[config.mk]
export PLATFORM = sky130hd
export DESIGN_NAME = slot_mask_serializer
export DESIGN_NICKNAME = d
export VERILOG_FILES = /design/src/rtl/sms_pkg.sv /design/src/rtl/sms_word_align.sv /design/src/rtl/sms_shift_lane.sv /design/src/rtl/sms_frame_ctrl.sv /design/src/rtl/slot_mask_serializer.sv
export SDC_FILE = /design/constraint.sdc
export NUM_CORES = 1
export LEC_CHECK = 0
export ABC_AREA = 1
export ABC_CLOCK_PERIOD_IN_PS = 1300
export CORE_UTILIZATION = 58
export CTS_BUF_LIST = sky130_fd_sc_hd__clkbuf_8
export CTS_CLUSTER_DIAMETER = 60
export CTS_CLUSTER_SIZE = 25
export DETAILED_ROUTE_END_ITERATION = 12
export DONT_BUFFER_PORTS = 1
export PLACE_DENSITY = 0.76
export SYNTH_ARGS = -nofsm -noshare
export SYNTH_HDL_FRONTEND = slang
export SYNTH_SLANG_ARGS = --single-unit
[constraint.sdc]
create_clock -name clk -period 1.3 [get_ports clk]
set_input_delay 0.065 -clock clk [delete_from_list [all_inputs] [get_ports clk]]
set_output_delay 0.065 -clock clk [all_outputs]
set_load 0.01 [all_outputs]
[src/rtl/sms_pkg.sv]
// Package: shared configuration for the slot-mask serializer.
// Assumes one mask bit per narrow slot and words twice the mask width.
package sms_pkg;

    localparam int unsigned SMS_MASK_W = 4;

    // Per-word configuration captured with the data.
    typedef struct packed {
        logic wide;      // 1: word of 2*MASK_W slots, 0: word of MASK_W slots
        logic per_slot;  // 1: serialized mask, 0: word-wide tri-state
    } word_cfg_t;

endpackage

[src/rtl/sms_word_align.sv]
// Module: sms_word_align
// Places an incoming word and its per-slot enables into lanes with the
// first slot at the top bit. Narrow words sit in the upper half.
// Assumes WIDE_W = 2*MASK_W. Purely combinational.
module sms_word_align #(
    parameter int unsigned MASK_W = 4
) (
    input  logic [2*MASK_W-1:0] par_data,
    input  logic [MASK_W-1:0]   slot_mask,
    input  sms_pkg::word_cfg_t  cfg,
    input  logic                word_hiz,
    output logic [2*MASK_W-1:0] al_data,
    output logic [2*MASK_W-1:0] al_en
);
    localparam int unsigned WIDE_W   = 2 * MASK_W;
    localparam int unsigned NARROW_W = MASK_W;

    logic [WIDE_W-1:0] wide_en;
    logic [WIDE_W-1:0] nar_en;
    logic [WIDE_W-1:0] nar_data;
    logic [WIDE_W-1:0] word_en;

    // Wide words: each mask bit covers an adjacent slot pair.
    for (genvar s = 0; s < WIDE_W; s++) begin : g_wide
        assign wide_en[s] = slot_mask[s/2];
    end

    // Narrow words: one mask bit per slot, shifted into the upper half.
    for (genvar s = 0; s < NARROW_W; s++) begin : g_narrow
        assign nar_en[s+NARROW_W]   = slot_mask[s];
        assign nar_data[s+NARROW_W] = par_data[s];
        assign nar_en[s]            = 1'b0;
        assign nar_data[s]          = 1'b0;
    end

    // Select the data lanes and the enable source for this word.
    always_comb begin
        al_data = cfg.wide ? par_data : nar_data;
        word_en = cfg.wide ? {WIDE_W{1'b1}} : {{NARROW_W{1'b1}}, {NARROW_W{1'b0}}};
        if (cfg.per_slot) begin
            al_en = cfg.wide ? wide_en : nar_en;
        end else begin
            al_en = word_hiz ? '0 : word_en;
        end
    end

endmodule

[src/rtl/sms_shift_lane.sv]
// Module: sms_shift_lane
// One MSB-first shift register. It loads a whole word, shifts left by one
// slot per cycle, or clears to zero when the lane goes idle.
// Assumes the control inputs are mutually exclusive in priority order.
module sms_shift_lane #(
    parameter int unsigned W = 8
) (
    input  logic         clk,
    input  logic         rst_n,
    input  logic         take,
    input  logic         drain,
    input  logic         advance,
    input  logic [W-1:0] load_vec,
    output logic         lane_msb
);
    logic [W-1:0] vec;

    // Load, clear or shift the lane once per cycle.
    always_ff @(posedge clk) begin
        if (!rst_n) begin
            vec <= '0;
        end else if (take) begin
            vec <= load_vec;
        end else if (drain) begin
            vec <= '0;
        end else if (advance) begin
            vec <= {vec[W-2:0], 1'b0};
        end
    end

    assign lane_msb = vec[W-1];

endmodule

[src/rtl/sms_frame_ctrl.sv]
// Module: sms_frame_ctrl
// Word framing: keeps one pending word, counts slots of the active word,
// and hands the pending word over only at a word boundary or when idle.
// Assumes NARROW_W <= WIDE_W.
module sms_frame_ctrl #(
    parameter int unsigned WIDE_W   = 8,
    parameter int unsigned NARROW_W = 4
) (
    input  logic               clk,
    input  logic               rst_n,
    input  logic               load,
    input  sms_pkg::word_cfg_t load_cfg,
    output logic               take,
    output logic               advance,
    output logic               drain,
    output logic               busy,
    output sms_pkg::word_cfg_t cur_cfg
);
    localparam int unsigned      CNT_W       = $clog2(WIDE_W);
    localparam logic [CNT_W-1:0] WIDE_LAST   = CNT_W'(WIDE_W - 1);
    localparam logic [CNT_W-1:0] NARROW_LAST = CNT_W'(NARROW_W - 1);
    localparam logic [CNT_W-1:0] CNT_ZERO    = '0;
    localparam logic [CNT_W-1:0] CNT_ONE     = CNT_W'(1);

    logic               hold_valid;
    sms_pkg::word_cfg_t hold_cfg;
    logic [CNT_W-1:0]   cnt;
    logic               last_slot;

    assign last_slot = busy && (cnt == CNT_ZERO);
    assign take      = hold_valid && (!busy || last_slot);
    assign advance   = busy && !last_slot;
    assign drain     = last_slot && !hold_valid;

    // Pending-word flag: a new load overwrites, a hand-over empties it.
    always_ff @(posedge clk) begin
        if (!rst_n) begin
            hold_valid <= 1'b0;
            hold_cfg   <= '0;
        end else if (load) begin
            hold_valid <= 1'b1;
            hold_cfg   <= load_cfg;
        end else if (take) begin
            hold_valid <= 1'b0;
        end
    end

    // Slot counter of the active word, counting down to the boundary.
    always_ff @(posedge clk) begin
        if (!rst_n) begin
            busy    <= 1'b0;
            cnt     <= CNT_ZERO;
            cur_cfg <= '0;
        end else if (take) begin
            busy    <= 1'b1;
            cnt     <= hold_cfg.wide ? WIDE_LAST : NARROW_LAST;
            cur_cfg <= hold_cfg;
        end else if (last_slot) begin
            busy    <= 1'b0;
        end else if (busy) begin
            cnt     <= cnt - CNT_ONE;
        end
    end

    // the counter never exceeds the active word's last slot.
    p_cnt_range_r3: assert property (@(posedge clk) disable iff (!rst_n)
        busy |-> (cnt <= (cur_cfg.wide ? WIDE_LAST : NARROW_LAST)));

    // an idle lane with a pending word starts it at the next edge.
    p_idle_start_r2: assert property (@(posedge clk) disable iff (!rst_n)
        (!busy && hold_valid) |=>
            (busy && cnt == ($past(hold_cfg.wide) ? WIDE_LAST : NARROW_LAST)));

    // a word pending at the last slot follows with no gap.
    p_seamless_r7: assert property (@(posedge clk) disable iff (!rst_n)
        (busy && cnt == CNT_ZERO && hold_valid) |=>
            (busy && cnt == ($past(hold_cfg.wide) ? WIDE_LAST : NARROW_LAST)));

    // a word in progress is never cut short, even by a new load.
    p_no_partial_r8: assert property (@(posedge clk) disable iff (!rst_n)
        (busy && cnt != CNT_ZERO) |=> (busy && cnt == $past(cnt) - CNT_ONE));

    // with nothing pending, the lane goes idle after the last slot.
    p_drain_idle_r9: assert property (@(posedge clk) disable iff (!rst_n)
        (busy && cnt == CNT_ZERO && !hold_valid) |=> !busy);

endmodule

[src/rtl/slot_mask_serializer.sv]
// Module: slot_mask_serializer (top)
// Serializes an eight- or four-slot word MSB first, together with a
// per-slot output-enable stream taken either from a serialized mask or
// from a word-wide tri-state input. A pad wrapper turns ser_oe low into Z.
// Assumes load is synchronous to clk; all word settings are taken at load.
module slot_mask_serializer #(
    parameter int unsigned MASK_W = sms_pkg::SMS_MASK_W
) (
    input  logic                clk,
    input  logic                rst_n,
    input  logic                load,
    input  logic                wide_sel,
    input  logic                slot_mode,
    input  logic [2*MASK_W-1:0] par_data,
    input  logic [MASK_W-1:0]   slot_mask,
    input  logic                word_hiz,
    output logic                ser_out,
    output logic                ser_oe
);
    localparam int unsigned WIDE_W   = 2 * MASK_W;
    localparam int unsigned NARROW_W = MASK_W;

    sms_pkg::word_cfg_t in_cfg;
    sms_pkg::word_cfg_t cur_cfg;
    logic [WIDE_W-1:0]  al_data;
    logic [WIDE_W-1:0]  al_en;
    logic [WIDE_W-1:0]  hold_data;
    logic [WIDE_W-1:0]  hold_en;
    logic               take;
    logic               advance;
    logic               drain;
    logic               busy;

    assign in_cfg.wide     = wide_sel;
    assign in_cfg.per_slot = slot_mode;

    sms_word_align #(.MASK_W(MASK_W)) align_i (
        .par_data  (par_data),
        .slot_mask (slot_mask),
        .cfg       (in_cfg),
        .word_hiz  (word_hiz),
        .al_data   (al_data),
        .al_en     (al_en)
    );

    // Pending word: data and enables captured together on the load strobe.
    always_ff @(posedge clk) begin
        if (!rst_n) begin
            hold_data <= '0;
            hold_en   <= '0;
        end else if (load) begin
            hold_data <= al_data;
            hold_en   <= al_en;
        end
    end

    sms_frame_ctrl #(.WIDE_W(WIDE_W), .NARROW_W(NARROW_W)) frame_i (
        .clk      (clk),
        .rst_n    (rst_n),
        .load     (load),
        .load_cfg (in_cfg),
        .take     (take),
        .advance  (advance),
        .drain    (drain),
        .busy     (busy),
        .cur_cfg  (cur_cfg)
    );

    sms_shift_lane #(.W(WIDE_W)) data_lane_i (
        .clk      (clk),
        .rst_n    (rst_n),
        .take     (take),
        .drain    (drain),
        .advance  (advance),
        .load_vec (hold_data),
        .lane_msb (ser_out)
    );

    sms_shift_lane #(.W(WIDE_W)) en_lane_i (
        .clk      (clk),
        .rst_n    (rst_n),
        .take     (take),
        .drain    (drain),
        .advance  (advance),
        .load_vec (hold_en),
        .lane_msb (ser_oe)
    );

    // an idle lane neither drives the pad nor shows a data one.
    p_idle_quiet_r9: assert property (@(posedge clk) disable iff (!rst_n)
        !busy |-> (!ser_oe && !ser_out));

    // in word mode the enable holds steady within one word.
    p_word_oe_steady_r5: assert property (@(posedge clk) disable iff (!rst_n)
        (busy && !cur_cfg.per_slot && $past(busy) && !$past(take)) |->
            $stable(ser_oe));

endmodule

==> impl_metrics.yaml, run 1 <==
run_status:
  outcome: "completed"
synth:
  netlist_top_cells_count: "55 x nand2_1, 39 x nand3_1, 36 x dfxtp_1"
  synthFlopType: "dfxtp_1"
  syn_area_per_cell_sq_um: 6.97
  synth_edf_count: 0
  synth_top_area_cell: "dfxtp_1"
  synth.cell_area_sq_um: 1700
  yosysMostFrequentCell: "nand2_1"
  yosysSeqAreaShare_pct: 42.4
  ys_types: 18
  yosysWarnings: 0
  syn_nets: 264
  synth_seq_cells: 36
  synth_top_cells_by_area: "dfxtp_1 42%, nand2_1 12%, nand3_1 11%"
  netlist.area_leader.share_pct: 42.4
  synth_cells: 244
  synthArstFlopShare_pct: 0
power:
  p_int_mw: 1.75
  switchingPower_mw: 0.693
  power_mw: 2.44
  peakVddDrop_mv: 1.31
  leakagePower_nw: 0.960
  power_frac_seq_pct: 50.8
  power_frac_comb_pct: 19.2
  power_density_nw_per_um2: 1160
  pwr-share-clk_pct: 30.0
  switching_share_pct: 28.4
global_routing:
  grt_overflow_total: 0
  grt_pass1_vias: 1519
  antenna_found_initial: 0
  grt.total_usage_pct: 27.6
  grt_max_degree: 29
  grt_pass1_wl_um: 6630
finish:
  diodes: 0
  multi_input_area_sq_um: 860
  n_fill_cell: 184
  drive_gt1_share_pct: 17.9
  ff_latch_area_sq_um: 724
  syn2layout_area_growth_pct: 23.4
  finalNetCount: 283
timing:
  skew_ns: 0.00747
  finalMaxSlewViolations: 0
  relSlewSlack_pct: 44.5
  setup_ws_ns: 0.0252
  final_hold_viol_count: 0
  min_period_ns: 1.27
  fin_crit_sh_pct: 98.1
  whs_ns: 0.0112
  tightest_slew_ns: 0.833
  fin_setup_tns_ns: 0
  fmax_ghz: 0.784
  setup_viol: 0
  rsz0062_at_grt: "yes"
critical_path:
  r2r-end: "en_lane_i.vec[2]"
  startpoint: "par_data[0]"
  path_max_fanout: 2
  path_class: "primary input to flip-flop"
  critPathLaunchType: "primary input"
  cp_num_buf_inv: 3
  critical-path-slowest-cell: "dlygate4sd3_1"
  cp.required_ns: 1.49
  critical-path-top-delay-family: "buffers and inverters"
  reg2regPathDepth: 9
  end_kind: "flip-flop"
  ff2ff_setup_slack_ns: 0.05
  reg2reg_from: "frame_i.cnt[1]"
  worstPathArrival_ns: 1.46
  max_stage_delay_ns: 0.57
  cp_cell_sequence: "dlygate4sd3_1 -> nand2_1 -> nand3_2 -> dlygate4sd3_1 -> nand2_1 -> inv_1"
  crit_cells: 6
floorplan:
  die-area_sq_um: 3150
  initial_utilization_pct: 61.7
  coreArea_sq_um: 2760
  dieHeight_um: 56.2
  die_w_um: 56.2
  num_rows: 19
  ios: 20
placed_design:
  gp_congestion: 0.752
  dp_slack_ns: -0.127
  post-dp-hpwl_um: 2250
  io_buffers: 0
detailed_routing:
  first_iter_violations: 47
  wirelength_um: 3980
  wl_per_cell_um: 13.5
  dr.pass1.iters: 4
  ant_nets: 0
  drcViolationCount: 0
  vias: 1668
  viasPerCell: 5.67
clock_tree:
  cts_buffer_depth: 2
  cts_tree: "yes"
  cts_inserted_buffers: 5
  cts.sinks: 36
  cts_max_level: 2
  clk_latency_ns: 0.29
  path_clk_slew_ns: 0.07
  clockRootBuffer: "clkbuf_8"
run:
  drv_cap: 0
min_path:
  hold_path_class: "primary input to flip-flop"
  min_from: "wide_sel"
  hold_depth: 4
  holdPathEnd: "hold_en[1]"
layer usage:
metal	part of all wire, %	global-route usage, %
met1	44	35.1
met2	47	42.3
met3	6.2	6.98
met4	3.3	16.0
met5	0	0
cell type report:
type                    instances  area share [%]
repair buffers                 26            12.2
well taps                      31            1.85
multi-input cells             158            40.9
flip-flops and latches         36            34.5
clock buffers                   5            3.28
inverters                      36            6.79
clock inverters                 2           0.417
how the worst max path moves through the flow:
stage,endpoint,slack [ns]
finish,hold_data[4],0.03
global route,en_lane_i.vec[5],-0.03
CTS,hold_en[7],0.01
detailed placement,frame_i.cnt[2],-0.13
global placement,frame_i.cnt[2],-0.07
floorplan,data_lane_i.vec[3],0.006
what timing repair did:
action                                  CTS  global route
endpoints found under the hold margin    32             0
endpoints found under the setup margin   19            22
pin swaps                                 0             4
resized for setup                        10            30
setup buffers                             0             1
hold buffers                             17             0
state kept, by name, summed over array words and instances, names as in the netlist:
signal / flops
frame_i.busy: 1
data_lane_i.vec: 8
en_lane_i.vec: 8
hold_data: 8
frame_i.hold_valid: 1
frame_i.hold_cfg: 1
frame_i.cnt: 3
hold_en: 6
through the flow:
step                      util (%)  std cells  instance area, sq um
after detailed placement      61.8        269                  1700
after global routing          76.1        294                  2100
after CTS                     72.3        293                  1990
after global placement        61.8        269                  1700
final                         76.1        294                  2100
after floorplan                  -        244                  1700
tightest hold or removal path, delay by kind of cell:
family                 cells  cell delay, ns
AND/OR/NAND/NOR            3            0.16
buffers and inverters      1            0.04
cell usage in the layout, fill, tap and decap left out, drive strengths merged, types with 5 or more instances in the layout:
| cell type | Yosys | routed |
|---|---|---|
| a21oi | 27 | 27 |
| buf | 13 | 9 |
| clkbuf | 1 | 5 |
| dfxtp | 36 | 36 |
| dlygate4sd3 | 0 | 14 |
| inv | 36 | 37 |
| nand2 | 56 | 56 |
| nand3 | 39 | 39 |
| nor2 | 11 | 11 |
| o21ai | 21 | 21 |
kinds of logic after synthesis:
| family | after synthesis | synth area share [%] |
|---|---|---|
| AND/OR/NAND/NOR | 106 | 27.4 |
| AO/OA/AOI/OAI | 50 | 15.0 |
| buffers and inverters | 50 | 13.8 |
| flip-flops | 36 | 42.4 |
| adder cells (fa/ha/maj) | 2 | 1.47 |
power groups by stage:
stage | Sequential (mW) | Clock, mW | Combinational [mW]
floorplan | 1.23 | 0 | 0.284
global placement | 1.25 | 0 | 0.309
detailed placement | 1.25 | 0 | 0.312
CTS | 1.23 | 0.750 | 0.411
global route | 1.25 | 0.789 | 0.514
finish | 1.24 | 0.733 | 0.468
(Power assumes the default switching activity.)
==> run 2: changes to the inputs <==
--- a/config.mk
+++ b/config.mk
@@ -6,9 +6,9 @@
 export NUM_CORES = 1
 export LEC_CHECK = 0
 export ABC_AREA = 1
-export ABC_CLOCK_PERIOD_IN_PS = 1300
+export ABC_CLOCK_PERIOD_IN_PS = 1100
 export CORE_UTILIZATION = 58
-export CTS_BUF_LIST = sky130_fd_sc_hd__clkbuf_8
+export CTS_BUF_LIST = sky130_fd_sc_hd__clkbuf_4 sky130_fd_sc_hd__clkbuf_8
 export CTS_CLUSTER_DIAMETER = 60
 export CTS_CLUSTER_SIZE = 25
 export DETAILED_ROUTE_END_ITERATION = 12
==> constraint.sdc (replaced) <==
create_clock -name clk -period 1.1 [get_ports clk]
set_input_delay 0.055 -clock clk [delete_from_list [all_inputs] [get_ports clk]]
set_output_delay 0.055 -clock clk [all_outputs]
set_load 0.01 [all_outputs]
==> run 2 against run 1 <==
Compared with the run above: the run now ends with hold timing, setup timing left; final area grew 0.12%; combinational power increased by 30%; hold slack got worse by 0.22 ns; count of clock-buffer cells in the layout did not move; first-iteration DRC count down 11%; die area is the same; routed wire length decreased by 4.2%; critical path type is now flip-flop to flip-flop; largest cell class unchanged; global-route usage fell by 2.1 points; register-to-register slack got worse by 0.21 ns; highest routed layer unchanged; clock skew grew 0.0076 ns; via count fell by 4.4%; sequential power is 18% higher.
==> impl_metrics.yaml, run 2 (same netlist as run 1, synthesis figures left out) <==
run_status:
  outcome: "finished with violations"
  violations: "hold timing, setup timing"
timing:
  fmax_ghz: 0.795
  min_period_ns: 1.26
  relSlewSlack_pct: 73.2
  skew_ns: 0.0150
  fin_setup_tns_ns: -2.65
  setup_viol: 21
  tightest_slew_ns: 0.401
  final_hold_viol_count: 25
  setup_ws_ns: -0.158
  whs_ns: -0.207
  finalMaxSlewViolations: 0
  fin_crit_sh_pct: 114
  rsz0062_at_grt: "yes"
critical_path:
  path_class: "flip-flop to flip-flop"
  r2r-end: "en_lane_i.vec[3]"
  path_max_fanout: 6
  cp.required_ns: 1.38
  end_kind: "flip-flop"
  worstPathArrival_ns: 1.54
  reg2reg_from: "frame_i.cnt[0]"
  critPathLaunchType: "flip-flop"
  reg2regPathDepth: 9
  ff2ff_setup_slack_ns: -0.16
detailed_routing:
  drcViolationCount: 0
  first_iter_violations: 42
  wirelength_um: 3810
  ant_nets: 0
  wl_per_cell_um: 13.1
  viasPerCell: 5.46
  dr.pass1.iters: 4
  vias: 1595
floorplan:
  dieHeight_um: 56.2
  num_rows: 19
  die-area_sq_um: 3150
  ios: 20
  coreArea_sq_um: 2760
  initial_utilization_pct: 61.7
  die_w_um: 56.2
placed_design:
  io_buffers: 0
  post-dp-hpwl_um: 2240
  gp_congestion: 0.770
power:
  peakVddDrop_mv: 1.26
  power_density_nw_per_um2: 1330
  leakagePower_nw: 0.942
  power_mw: 2.79
global_routing:
  grt_overflow_total: 0
  antenna_found_initial: 0
  grt_max_degree: 29
  grt_pass1_wl_um: 6250
  grt_pass1_vias: 1412
  grt.total_usage_pct: 25.6
finish:
  diodes: 0
  largestRegisters: "data_lane_i.vec x8, en_lane_i.vec x8, hold_data x8"
  drive_gt1_share_pct: 21.5
  final_common_cell: "nand2_1"
  syn2layout_area_growth_pct: 23.5
  n_fill_cell: 209
  finalNetCount: 280
  multi_input_area_sq_um: 888
  final_cell_mix: "53 x nand2_1, 34 x dfxtp_1, 30 x inv_1"
  ff_latch_area_sq_um: 723
clock_tree:
  cts_buffer_depth: 2
  cts_max_level: 2
  cts.sinks: 36
  cts_tree: "yes"
  clk_latency_ns: 0.36
  cts_inserted_buffers: 5
  cts_hold_buf: 11
  clockRootBuffer: "clkbuf_4"
  path_clk_slew_ns: 0.12
run:
  drv_cap: 0
min_path:
  min_from: "rst_n"
  hold_path_class: "primary input to flip-flop"
  holdPathEnd: "hold_data[5]"
  hold_depth: 2
[run 2: power breakdown]
group          switching, mW  total (mW)  internal [mW]
Sequential            0.0605        1.46           1.40
Combinational          0.327       0.610          0.282
Clock                  0.479       0.724          0.245
Total                  0.866        2.79           1.92
[run 2: metrics by stage]
step           std cells  hold slack [ns]  util (%)  setup slack, ns  cell area (sq um)
6_report             292           -0.207      76.2           -0.158               2100
4_1_cts              292           -0.218      74.0           -0.154               2040
3_5_place_dp         268            0.159      63.7           -0.194               1760
2_1_floorplan        244            0.193         -          -0.0857               1750
5_1_grt              292           -0.225      76.2           -0.228               2100
3_3_place_gp         268            0.158      63.7           -0.142               1760
[run 2: worst max-delay path by stage]
stage	from	to	slack [ns]
3_3_place_gp	frame_i.cnt[1]	frame_i.cnt[0]	-0.14
5_1_grt	frame_i.cnt[0]	frame_i.cnt[2]	-0.23
3_5_place_dp	frame_i.cnt[1]	frame_i.cnt[0]	-0.19
2_1_floorplan	frame_i.cnt[1]	data_lane_i.vec[3]	-0.09
6_report	frame_i.cnt[0]	en_lane_i.vec[3]	-0.16
4_1_cts	frame_i.cnt[1]	data_lane_i.vec[2]	-0.15
[run 2: metal layers]
layer / global-route usage (%) / routed length (um) / part of all wire, %
met5: 0 / 0 / 0
met4: 10.8 / 51 / 1.3
met3: 5.12 / 200 / 5.2
met2: 40.3 / 1830 / 48
met1: 34.1 / 1730 / 45
[run 2: worst max-delay path, cell delays in order, from the launching register on]
cell and delay (ns):
dfxtp_2 0.34, inv_2 0.04, ha_4 0.15, ha_4 0.17
inv_8 0.09, buf_12 0.12, nand3_2 0.05, nand2_1 0.07
inv_1 0.04, a21oi_1 0.11
[run 2: timing repair]
item	in CTS	in global routing
buffers inserted	4	0
resized for setup	18	18
pin swaps	8	2
cloned	1	0
hold endpoints to repair	32	25
setup endpoints to repair	21	28
[run 2: area by class of cell]
type	instances	area share, %
clock inverters	3	0.893
repair buffers	23	11.9
well taps	31	1.85
multi-input cells	158	42.3
flip-flops and latches	36	34.4
clock buffers	5	1.79
inverters	36	6.90
==> run 3: changes to the inputs <==
--- a/config.mk
+++ b/config.mk
@@ -14,6 +14,7 @@
 export DETAILED_ROUTE_END_ITERATION = 12
 export DONT_BUFFER_PORTS = 1
 export PLACE_DENSITY = 0.76
+export RECOVER_POWER = 25
 export SYNTH_ARGS = -nofsm -noshare
 export SYNTH_HDL_FRONTEND = slang
 export SYNTH_SLANG_ARGS = --single-unit
==> run 3 against run 2 <==
Compared with the run above: the run still ends with hold timing, setup timing left; die area unchanged; routed wire length unchanged; count of clock-buffer cells in the layout unchanged; sequential share of layout area about the same; hold slack unchanged; final area decreased by 0.12%; core utilization decreased by 0.091 points; sequential power about the same; clock power about the same; largest power group unchanged.
==> impl_metrics.yaml, run 3 (same netlist as run 1, synthesis figures left out) <==
critical_path:
  reg2regPathDepth: 9
  startpoint: "frame_i.cnt[0]"
  reg2reg_from: "frame_i.cnt[0]"
  ff2ff_setup_slack_ns: -0.16
  critical-path-slowest-cell: "dfxtp_2"
  critPathLaunchType: "flip-flop"
  cp.required_ns: 1.38
  end_kind: "flip-flop"
  cp_num_buf_inv: 4
  path_class: "flip-flop to flip-flop"
  cp-endpoint: "en_lane_i.vec[3]"
  cp_cell_sequence: "inv_2 -> ha_4 -> ha_4 -> inv_8 -> buf_12 -> nand3_2 -> nand2_1 -> inv_1 -> a21oi_1"
  critPathMostFrequentCell: "ha_4"
  crit_cells: 9
  max_stage_delay_ns: 0.34
  worstPathArrival_ns: 1.54
  critical-path-top-delay-family: "flip-flops"
  path_max_fanout: 6
  r2r-end: "en_lane_i.vec[3]"
run_status:
  violations: "hold timing, setup timing"
  outcome: "finished with violations"
power:
  power_frac_seq_pct: 52.2
  pwr-share-clk_pct: 26.0
  p_int_mw: 1.92
  switching_share_pct: 31.1
  switchingPower_mw: 0.866
  leakagePower_nw: 0.933
  power_density_nw_per_um2: 1330
  peakVddDrop_mv: 1.26
  power_frac_comb_pct: 21.8
timing:
  whs_ns: -0.207
  relSlewSlack_pct: 73.2
  final_hold_viol_count: 25
  fmax_ghz: 0.795
  tightest_slew_ns: 0.401
  skew_ns: 0.0150
  fin_crit_sh_pct: 114
  min_period_ns: 1.26
  fin_setup_tns_ns: -2.65
  finalMaxSlewViolations: 0
  setup_viol: 21
  setup_ws_ns: -0.158
  rsz0062_at_grt: "yes"
detailed_routing:
  met3_wirelength_um: 200
  drcViolationCount: 0
  first_iter_violations: 42
  wl_per_cell_um: 13.1
  dr.max_layer_used: "met4"
  met1_length_um: 1730
  met2_length_um: 1830
  dr.pass1.iters: 4
  viasPerCell: 5.46
  wirelength_um: 3810
  vias: 1595
  ant_nets: 0
finish:
  largestRegisters: "data_lane_i.vec x8, en_lane_i.vec x8, hold_data x8"
  ff_latch_area_sq_um: 723
  final_cell_mix: "53 x nand2_1, 34 x dfxtp_1, 30 x inv_1"
  finalNetCount: 280
  stdcell_count: 292
  syn2layout_area_growth_pct: 23.4
  final_common_cell: "nand2_1"
  diodes: 0
  n_fill_cell: 210
  final_util_pct: 76.1
  multi_input_area_sq_um: 888
  drive_gt1_share_pct: 21.5
placed_design:
  dp_cells: 268
  io_buffers: 0
  post-dp-hpwl_um: 2240
  dp_slack_ns: -0.194
  gp_congestion: 0.770
floorplan:
  die-area_sq_um: 3150
  dieHeight_um: 56.2
  coreArea_sq_um: 2760
  num_rows: 19
  initial_utilization_pct: 61.7
  ios: 20
  die_w_um: 56.2
clock_tree:
  cts.sinks: 36
  cts_max_level: 2
  cts_hold_buf: 11
  clockRootBuffer: "clkbuf_4"
  cts_tree: "yes"
  clk_latency_ns: 0.36
  path_clk_slew_ns: 0.12
  cts_buffer_depth: 2
  cts_inserted_buffers: 5
min_path:
  hold_path_class: "primary input to flip-flop"
global_routing:
  grt_pass1_vias: 1412
  antenna_found_initial: 0
  grt.total_usage_pct: 25.6
  grt_overflow_total: 0
  grt_pass1_wl_um: 6250
  grt_max_degree: 29
run:
  drv_cap: 0
[run 3: cell count changes in the layout (fill, tap and decap cells not counted), sizes merged]
cell and delta:
clkdlybuf4s25 +1, dlymetal6s4s -1
[run 3: layout make-up]
cell class,count,area share [%]
multi-input cells,158,42.3
flip-flops and latches,36,34.4
repair buffers,23,11.8
inverters,36,6.91
well taps,31,1.85
clock buffers,5,1.79
clock inverters,3,0.894
[run 3: what timing repair did]
item / 4_1_cts / 5_1_grt
gates cloned: 1 / 0
setup buffers: 4 / 0
pin swaps: 8 / 2
resized for setup: 18 / 18
endpoints found under the setup margin: 21 / 28
endpoints found under the hold margin: 32 / 25
[run 3: stage by stage]
stage / instance area, sq um / hold slack (ns) / total power, mW
2_1_floorplan: 1750 / 0.193 / 1.83
3_3_place_gp: 1760 / 0.158 / 1.89
3_5_place_dp: 1760 / 0.159 / 1.90
4_1_cts: 2040 / -0.218 / 2.75
5_1_grt: 2100 / -0.225 / 2.90
6_report: 2100 / -0.207 / 2.79
[run 3: worst min path at each step]
stage,from,to,cells past startpoint
after floorplan,rst_n,data_lane_i.vec[1],2
after global placement,rst_n,hold_data[7],2
after detailed placement,rst_n,hold_data[5],2
after CTS,rst_n,hold_data[7],2
after global routing,rst_n,hold_data[5],2
final,rst_n,hold_data[5],2
[run 3: power groups by stage]
stage | combinational (mW) | sequential, mW | clock [mW]
after global placement | 0.411 | 1.48 | 0
after global routing | 0.664 | 1.47 | 0.772
after detailed placement | 0.420 | 1.48 | 0
after CTS | 0.573 | 1.45 | 0.726
final | 0.609 | 1.46 | 0.724
after floorplan | 0.367 | 1.46 | 0
[run 3: layer usage]
layer	vias to the layer above	track usage, %
li1	819	-
met3	7	5.12
met2	46	40.3
met1	723	34.1
met5	-	0
met4	0	10.8
